==> src/rtl/irq_pkg.sv <==
package irq_pkg;

    // Per-line trigger selection, two bits per line in the sense register
    typedef enum logic [1:0] {
        SNS_LOW  = 2'b00,
        SNS_FALL = 2'b01,
        SNS_RISE = 2'b10,
        SNS_BOTH = 2'b11
    } sense_e;

    localparam int SENSE_W = 2;

    // Register bus addresses
    localparam logic [1:0] ADDR_EN     = 2'd0;
    localparam logic [1:0] ADDR_STATUS = 2'd1;
    localparam logic [1:0] ADDR_SENSE  = 2'd2;

endpackage

==> src/rtl/irq_sync.sv <==
module irq_sync
    import irq_pkg::*;
#(
    parameter int N_LINES = 8
) (
    input  logic                       clk,
    input  logic                       rst_n,
    input  logic [N_LINES-1:0]         pin,
    input  logic [SENSE_W*N_LINES-1:0] sense,
    output logic [N_LINES-1:0]         level,
    output logic [N_LINES-1:0]         evt
);

    typedef struct packed {
        logic [N_LINES-1:0] s1;
        logic [N_LINES-1:0] s2;
        logic [N_LINES-1:0] prev;
    } sync_t;

    sync_t st_d, st_q;

    always_comb begin
        st_d      = st_q;
        st_d.s1   = pin;
        st_d.s2   = st_q.s1;
        st_d.prev = st_q.s2;
    end

    always_ff @(posedge clk) begin
        if (!rst_n) begin
            st_q.s1   <= '1;
            st_q.s2   <= '1;
            st_q.prev <= '1;
        end else begin
            st_q <= st_d;
        end
    end

    assign level = st_q.s2;

    for (genvar i = 0; i < N_LINES; i++) begin : g_line
        sense_e mode;
        assign mode = sense_e'(sense[SENSE_W*i +: SENSE_W]);
        always_comb begin
            case (mode)
                SNS_LOW:  evt[i] = ~st_q.s2[i];
                SNS_FALL: evt[i] = st_q.prev[i] & ~st_q.s2[i];
                SNS_RISE: evt[i] = ~st_q.prev[i] & st_q.s2[i];
                default:  evt[i] = st_q.prev[i] ^ st_q.s2[i];
            endcase
        end

        // an edge-mode event needs the synchronized level to have moved
        AST_EDGE_NEEDS_CHANGE: assert property (@(posedge clk) disable iff (!rst_n)
            (evt[i] && mode != SNS_LOW) |-> (st_q.s2[i] != $past(st_q.s2[i])));
    end

endmodule

==> src/rtl/irq_flags.sv <==
module irq_flags
    import irq_pkg::*;
#(
    parameter int N_LINES = 8,
    localparam int IW = (N_LINES > 1) ? $clog2(N_LINES) : 1
) (
    input  logic                       clk,
    input  logic                       rst_n,
    input  logic [N_LINES-1:0]         evt,
    input  logic [N_LINES-1:0]         level,
    input  logic [SENSE_W*N_LINES-1:0] sense,
    input  logic                       rd_status,
    input  logic                       wr_status,
    input  logic [N_LINES-1:0]         wdata,
    input  logic                       ack_valid,
    input  logic [IW-1:0]              ack_line,
    output logic [N_LINES-1:0]         flags
);

    typedef struct packed {
        logic [N_LINES-1:0] flag;
        logic [N_LINES-1:0] arm;
    } flag_t;

    flag_t st_d, st_q;

    always_comb begin
        logic sw_clr;
        logic hw_clr;
        sense_e mode;
        st_d = st_q;
        if (rd_status) begin
            st_d.arm = st_q.flag;
        end
        if (wr_status) begin
            st_d.arm = '0;
        end
        for (int i = 0; i < N_LINES; i++) begin
            mode   = sense_e'(sense[SENSE_W*i +: SENSE_W]);
            sw_clr = wr_status && st_q.arm[i] && !wdata[i];
            hw_clr = ack_valid && (ack_line == IW'(i)) &&
                     ((mode != SNS_LOW) || level[i]);
            if (evt[i]) begin
                st_d.flag[i] = 1'b1;
            end else if (sw_clr || hw_clr) begin
                st_d.flag[i] = 1'b0;
            end
        end
    end

    always_ff @(posedge clk) begin
        if (!rst_n) begin
            st_q.flag <= '0;
            st_q.arm  <= '0;
        end else begin
            st_q <= st_d;
        end
    end

    assign flags = st_q.flag;

    AST_WRITE_DISARMS: assert property (@(posedge clk) disable iff (!rst_n)
        $past(wr_status) |-> (st_q.arm == '0));

    for (genvar i = 0; i < N_LINES; i++) begin : g_chk
        AST_SET_WINS: assert property (@(posedge clk) disable iff (!rst_n)
            $past(evt[i]) |-> st_q.flag[i]);
        AST_RISE_NEEDS_EVENT: assert property (@(posedge clk) disable iff (!rst_n)
            $rose(st_q.flag[i]) |-> $past(evt[i]));
        AST_FALL_NEEDS_CAUSE: assert property (@(posedge clk) disable iff (!rst_n)
            $fell(st_q.flag[i]) |->
                $past((wr_status && st_q.arm[i] && !wdata[i]) ||
                      (ack_valid && ack_line == IW'(i))));
        AST_LEVEL_ACK_HOLDS: assert property (@(posedge clk) disable iff (!rst_n)
            (ack_valid && ack_line == IW'(i) && st_q.flag[i] && !level[i] &&
             sense[SENSE_W*i +: SENSE_W] == SNS_LOW && !wr_status)
                |=> st_q.flag[i]);
    end

endmodule

==> src/rtl/irq_pend.sv <==
module irq_pend #(
    parameter int N_LINES = 8,
    localparam int IW = (N_LINES > 1) ? $clog2(N_LINES) : 1
) (
    input  logic [N_LINES-1:0] active,
    output logic               any,
    output logic [IW-1:0]      idx
);

    always_comb begin
        idx = '0;
        any = 1'b0;
        for (int i = N_LINES - 1; i >= 0; i--) begin
            if (active[i]) begin
                idx = IW'(i);
                any = 1'b1;
            end
        end
    end

endmodule

==> src/rtl/irq_ctrl.sv <==
module irq_ctrl
    import irq_pkg::*;
#(
    parameter int N_LINES = 8,
    parameter int DATA_W  = 16,
    localparam int IW = (N_LINES > 1) ? $clog2(N_LINES) : 1
) (
    input  logic               clk,
    input  logic               rst_n,
    input  logic [N_LINES-1:0] irq_pin,
    input  logic [1:0]         bus_addr,
    input  logic               bus_wr,
    input  logic               bus_rd,
    input  logic [DATA_W-1:0]  bus_wdata,
    output logic [DATA_W-1:0]  bus_rdata,
    input  logic               ack_valid,
    input  logic [IW-1:0]      ack_line,
    output logic               irq_req,
    output logic [IW-1:0]      pend_idx
);

    localparam int SNS_BITS = SENSE_W * N_LINES;

    typedef struct packed {
        logic [N_LINES-1:0]  en;
        logic [SNS_BITS-1:0] sns;
    } cfg_t;

    cfg_t cfg_d, cfg_q;

    logic [N_LINES-1:0] level;
    logic [N_LINES-1:0] evt;
    logic [N_LINES-1:0] flags;
    logic [N_LINES-1:0] active;
    logic               rd_status;
    logic               wr_status;

    always_comb begin
        cfg_d = cfg_q;
        if (bus_wr && bus_addr == ADDR_EN) begin
            cfg_d.en = bus_wdata[N_LINES-1:0];
        end
        if (bus_wr && bus_addr == ADDR_SENSE) begin
            cfg_d.sns = bus_wdata[SNS_BITS-1:0];
        end
    end

    always_ff @(posedge clk) begin
        if (!rst_n) begin
            cfg_q.en  <= '0;
            cfg_q.sns <= '0;
        end else begin
            cfg_q <= cfg_d;
        end
    end

    assign rd_status = bus_rd && (bus_addr == ADDR_STATUS);
    assign wr_status = bus_wr && (bus_addr == ADDR_STATUS);

    irq_sync #(.N_LINES(N_LINES)) u_sync (
        .clk   (clk),
        .rst_n (rst_n),
        .pin   (irq_pin),
        .sense (cfg_q.sns),
        .level (level),
        .evt   (evt)
    );

    irq_flags #(.N_LINES(N_LINES)) u_flags (
        .clk       (clk),
        .rst_n     (rst_n),
        .evt       (evt),
        .level     (level),
        .sense     (cfg_q.sns),
        .rd_status (rd_status),
        .wr_status (wr_status),
        .wdata     (bus_wdata[N_LINES-1:0]),
        .ack_valid (ack_valid),
        .ack_line  (ack_line),
        .flags     (flags)
    );

    assign active = flags & cfg_q.en;

    irq_pend #(.N_LINES(N_LINES)) u_pend (
        .active (active),
        .any    (irq_req),
        .idx    (pend_idx)
    );

    always_comb begin
        bus_rdata = '0;
        case (bus_addr)
            ADDR_EN:     bus_rdata[N_LINES-1:0]  = cfg_q.en;
            ADDR_STATUS: bus_rdata[N_LINES-1:0]  = flags;
            ADDR_SENSE:  bus_rdata[SNS_BITS-1:0] = cfg_q.sns;
            default:     bus_rdata = '0;
        endcase
    end

    logic [N_LINES-1:0] below_mask;
    assign below_mask = (N_LINES'(1) << pend_idx) - N_LINES'(1);

    AST_REQ_NEEDS_ENABLE: assert property (@(posedge clk) disable iff (!rst_n)
        (cfg_q.en == '0) |-> !irq_req);
    AST_PEND_LOWEST: assert property (@(posedge clk) disable iff (!rst_n)
        irq_req |-> (flags[pend_idx] && cfg_q.en[pend_idx] &&
                     ((flags & cfg_q.en & below_mask) == '0)));
    AST_ENABLE_LOADS: assert property (@(posedge clk) disable iff (!rst_n)
        (bus_wr && bus_addr == ADDR_EN) |=> (cfg_q.en == $past(bus_wdata[N_LINES-1:0])));

endmodule

==> config.mk <==
export PLATFORM = sky130hd
export DESIGN_NAME = irq_ctrl
export DESIGN_NICKNAME = d
export VERILOG_FILES = /design/src/rtl/irq_pkg.sv /design/src/rtl/irq_sync.sv /design/src/rtl/irq_flags.sv /design/src/rtl/irq_pend.sv /design/src/rtl/irq_ctrl.sv
export SDC_FILE = /design/constraint.sdc
export NUM_CORES = 1
export LEC_CHECK = 0
export ABC_AREA = 1
export CORE_MARGIN = 2
export CORE_UTILIZATION = 35
export DETAILED_ROUTE_END_ITERATION = 16
export MAX_ROUTING_LAYER = met4
export PLACE_DENSITY = 0.57
export SETUP_SLACK_MARGIN = 0.1
export SLEW_MARGIN = 20
export SYNTH_ARGS = -nofsm -noshare
export SYNTH_HDL_FRONTEND = slang
export SYNTH_SLANG_ARGS = --single-unit
==> constraint.sdc <==
create_clock -name clk -period 1.5 [get_ports clk]
set_clock_uncertainty 0.1 [all_clocks]
set_input_delay 0.225 -clock clk [delete_from_list [all_inputs] [get_ports clk]]
set_output_delay 0.225 -clock clk [all_outputs]
set_load 0.1 [all_outputs]
==> results.md <==
* Status: finished, violations left
* Failing checks: setup timing
* Internal at 3.18 mW
* Remaining DRCs at 0
* Crit path time final at 1.72 ns
* Design Area, Final at 4650 µm²
* Number of synthesized flops with an enable pin at 0
* Reg2reg start: u_sync.level[7]
* Antenna Nets Post-Route at 0
* Final Wtd Congestion at 0.863
* CTS tree: done
* Final number of max-transition violations at 0
* Static Leak at 2.01 nW
* Fraction of registers with async set or reset after synthesis at 0%
* Via count at 2892
* Final hold vios at 0
* Clk slew on worst S/H paths at 0.07 ns
* CTS sink count at 64
* Placed cell areas at 4000 µm²
* Leading area contributor after synthesis: dfxtp_1
* Share of the synthesized area in the top cell type at 44.0%
* DR WL met2 at 3860 µm
* Worst slew pin tran at 0.356 ns
* Critical path endpoint category: output pin
* Slew HR at 76.1%
* CP Max Fanout at 2
* Max Cap Violations at 0
* Non-Filler Instances at 600
* Total gr overflow at 0
* Comb power frac at 21.1%
* Core area at 8130 µm²
* Synth-to-layout area growth at 59.8%
* Register Area at 1320 µm²
* Startpoint Class: flop
* FILL cells at 721
* DR pass1 iterations at 4
* Hold EP: u_sync.level[0]
* Final core occ at 57.2%
* Vias in the first global route at 2703
* Overall routing resource usage at 19.5%
* Hold depth at 1
* Worst hold margin at 0.314 ns
* Reg-to-Reg End: u_flags.flags[7]
* Mapped cell area at 2910 µm²
* Clk pwr share at 36.6%
* I/O pins at 54
* RSZ-0062 raised after global routing: yes
* Post-synth cell types at 26
* Global-route wire length before repair at 13000 µm
* Dpl hpwl at 5510 µm
* Pwr/cell area at 946 nW/µm²
* Initial antenna violation count at 0
* Worst skew pair latency at 0.33 ns
* R2r worst-path depth at 5
* Max layer used: met4
* Die area at 9060 µm²
* Max clock buf depth at 2
* NumNets Final at 540
* #FFs+latches synth at 64
* Final WS setup at -0.225 ns
* Root Buffer: clkbuf_8
* P_sw at 1.22 mW
* M1 wire length at 3630 µm
* Largest stage delay on the critical path at 0.34 ns
* Sequential power share at 42.3%
* Htree depth at 3
* Post-Syn Nets at 437
* R2R Setup Slk at 0.17 ns
* Slowest cell on crit path: dfxtp_2
* Post-synthesis area per instance at 7.52 µm²
* Post-DR vias/cell at 4.82
* Final setup violating endpoints at 12
* Seq/Total Area, Yosys at 44.0%
* Most used cell, CP: nand2_1
* Hold path start: u_sync.st_d[8]
* Drt total wl at 8080 µm
* Iter 0 DRT Violations at 113
* Synth top area cells: dfxtp_1 (44%), nand2_1 (8.5%), a21oi_1 (8.1%)
* Dpl cells at 554
* DR WL met3 at 491 µm
* PortBufs at 53
* Worst VDD drop at 0.470 mV
* Post-Synthesis Cells at 387
* Die height at 95.2 µm
* Hold Crit Class: flop to flop
* Final period utilization at 115%
* Die width at 95.2 µm
* Largest net degree at the start of global routing at 25
* Ratio of cells with drive above 1 in the final layout at 37.6%
* Area of the multi-input gates at 1600 µm²
* Cell Rows at 33
* Routed length per placed instance at 13.5 µm
* Required @ worst endpoint at 1.17 ns
* Crit path kind: flop to output pin
* Initial core utilization at 35.8%
* Number of buffers created by CTS at 9
* Synth Flop Type: dfxtp_1
* Yosys warnings at 0
* Sw frac at 27.6%
* Hold Buf Count CTS at 0
* Antenna fix cells at 0
* CP Data Arrival Time at 1.40 ns
* CP Cell Sequence: nand2_2 -> inv_1 -> nand2_1 -> nand2_1 -> nand2_1 -> nand2_1 -> nand2_2 -> a21oi_4 -> buf_12
* Fmax at 580 MHz
[sequential cells by signal (all words and copies together), names as in the netlist]
name	cells
u_sync.level	8
u_sync.st_q	8
u_sync.st_d	8
u_flags.flags	8
cfg_q	24
u_flags.st_q	8
[worst max-delay path by stage]
stage                          start            to  slack, ns  cells past startpoint
floorplan                   cfg_q[6]  bus_rdata[6]      -0.75                      2
global placement         bus_addr[1]  bus_rdata[2]      -0.41                      7
detailed placement       bus_addr[1]  bus_rdata[1]      -0.47                      7
CTS                 u_flags.flags[7]   pend_idx[0]      -0.24                      9
global route               cfg_q[23]   pend_idx[0]      -0.32                      9
finish                     cfg_q[23]   pend_idx[0]      -0.22                      9
[layout by cell type (no fill, tap or decap), drive strengths merged]
cell	n
a211oi	5
a21boi	1
a21oi	47
buf	70
bufinv	2
clkbuf	14
clkdlybuf4s50	31
clkinv	1
dfxtp	64
ha	16
inv	53
nand2	70
nand3	10
nand4	1
nor2	41
nor3	1
o211ai	6
o21ai	44
o221ai	2
or2	16
[logic make-up (layout without fill, tap and decap cells)]
family	after synthesis	in the layout	share of synthesized area [%]
AND/OR/NAND/NOR	138	139	20.7
buffers and inverters	64	171	8.90
flip-flops	64	64	44.0
adder cells (fa/ha/maj)	16	16	6.88
AO/OA/AOI/OAI	105	105	19.5
[critical path: cells and delay by family (launching register included)]
family          cells  cell delay, ns
flops               1            0.34
buf+inv             2            0.24
simple gates        6            0.33
compound gates      1            0.14
[cell type report]
| class | instances | area share, % |
|---|---|---|
| clock buffer | 13 | 3.20 |
| clock inverter | 3 | 1.40 |
| timing repair buffer | 102 | 24.8 |
| tap | 105 | 2.83 |
| inverter | 53 | 5.01 |
| multi-input combinational | 260 | 34.4 |
| sequential | 64 | 28.4 |
[cell usage after synthesis (2+ instances only)]
master    number
buf_2          3
clkbuf_1       5
nor2_1        39
inv_2          2
o221ai_1       2
o21ai_0       43
clkbuf_2       2
or2_2         16
nand3_1       10
dfxtp_1       64
a21oi_1       47
inv_1         50
nand2_4        2
a211oi_1       5
ha_1          16
nand2_1       66
o211ai_1       6
[power groups by stage]
stage	combinational (mW)	sequential [mW]	clock (mW)
3_3_place_gp	0.785	1.89	0
5_1_grt	0.993	1.87	1.72
3_5_place_dp	0.794	1.89	0
4_1_cts	0.893	1.85	1.65
2_1_floorplan	0.458	1.87	0
6_report	0.927	1.86	1.61
[what timing repair did]
action,in CTS,in global routing
gates resized for setup,62,28
endpoints found under the setup margin,45,21
pin swaps,20,16
cloned,2,0
setup buffers,18,10
hold endpoints to repair,0,0
[through the flow]
| stage | setup WS [ns] | TNS [ns] | power [mW] |
|---|---|---|---|
| 3_5_place_dp | -0.467 | -19.20 | 2.68 |
| 4_1_cts | -0.240 | -1.24 | 4.39 |
| 3_3_place_gp | -0.411 | -16.87 | 2.67 |
| 5_1_grt | -0.316 | -1.82 | 4.58 |
| 6_report | -0.225 | -1.08 | 4.40 |
| 2_1_floorplan | -0.752 | -10.10 | 2.33 |
[layer usage]
| metal | vias to the layer above | track usage, % |
|---|---|---|
| met4 | 0 | 8.21 |
| met3 | 8 | 3.72 |
| met5 | - | - |
| li1 | 1460 | - |
| met2 | 95 | 31.0 |
| met1 | 1329 | 24.3 |
Power figures use the tool's default switching activity.
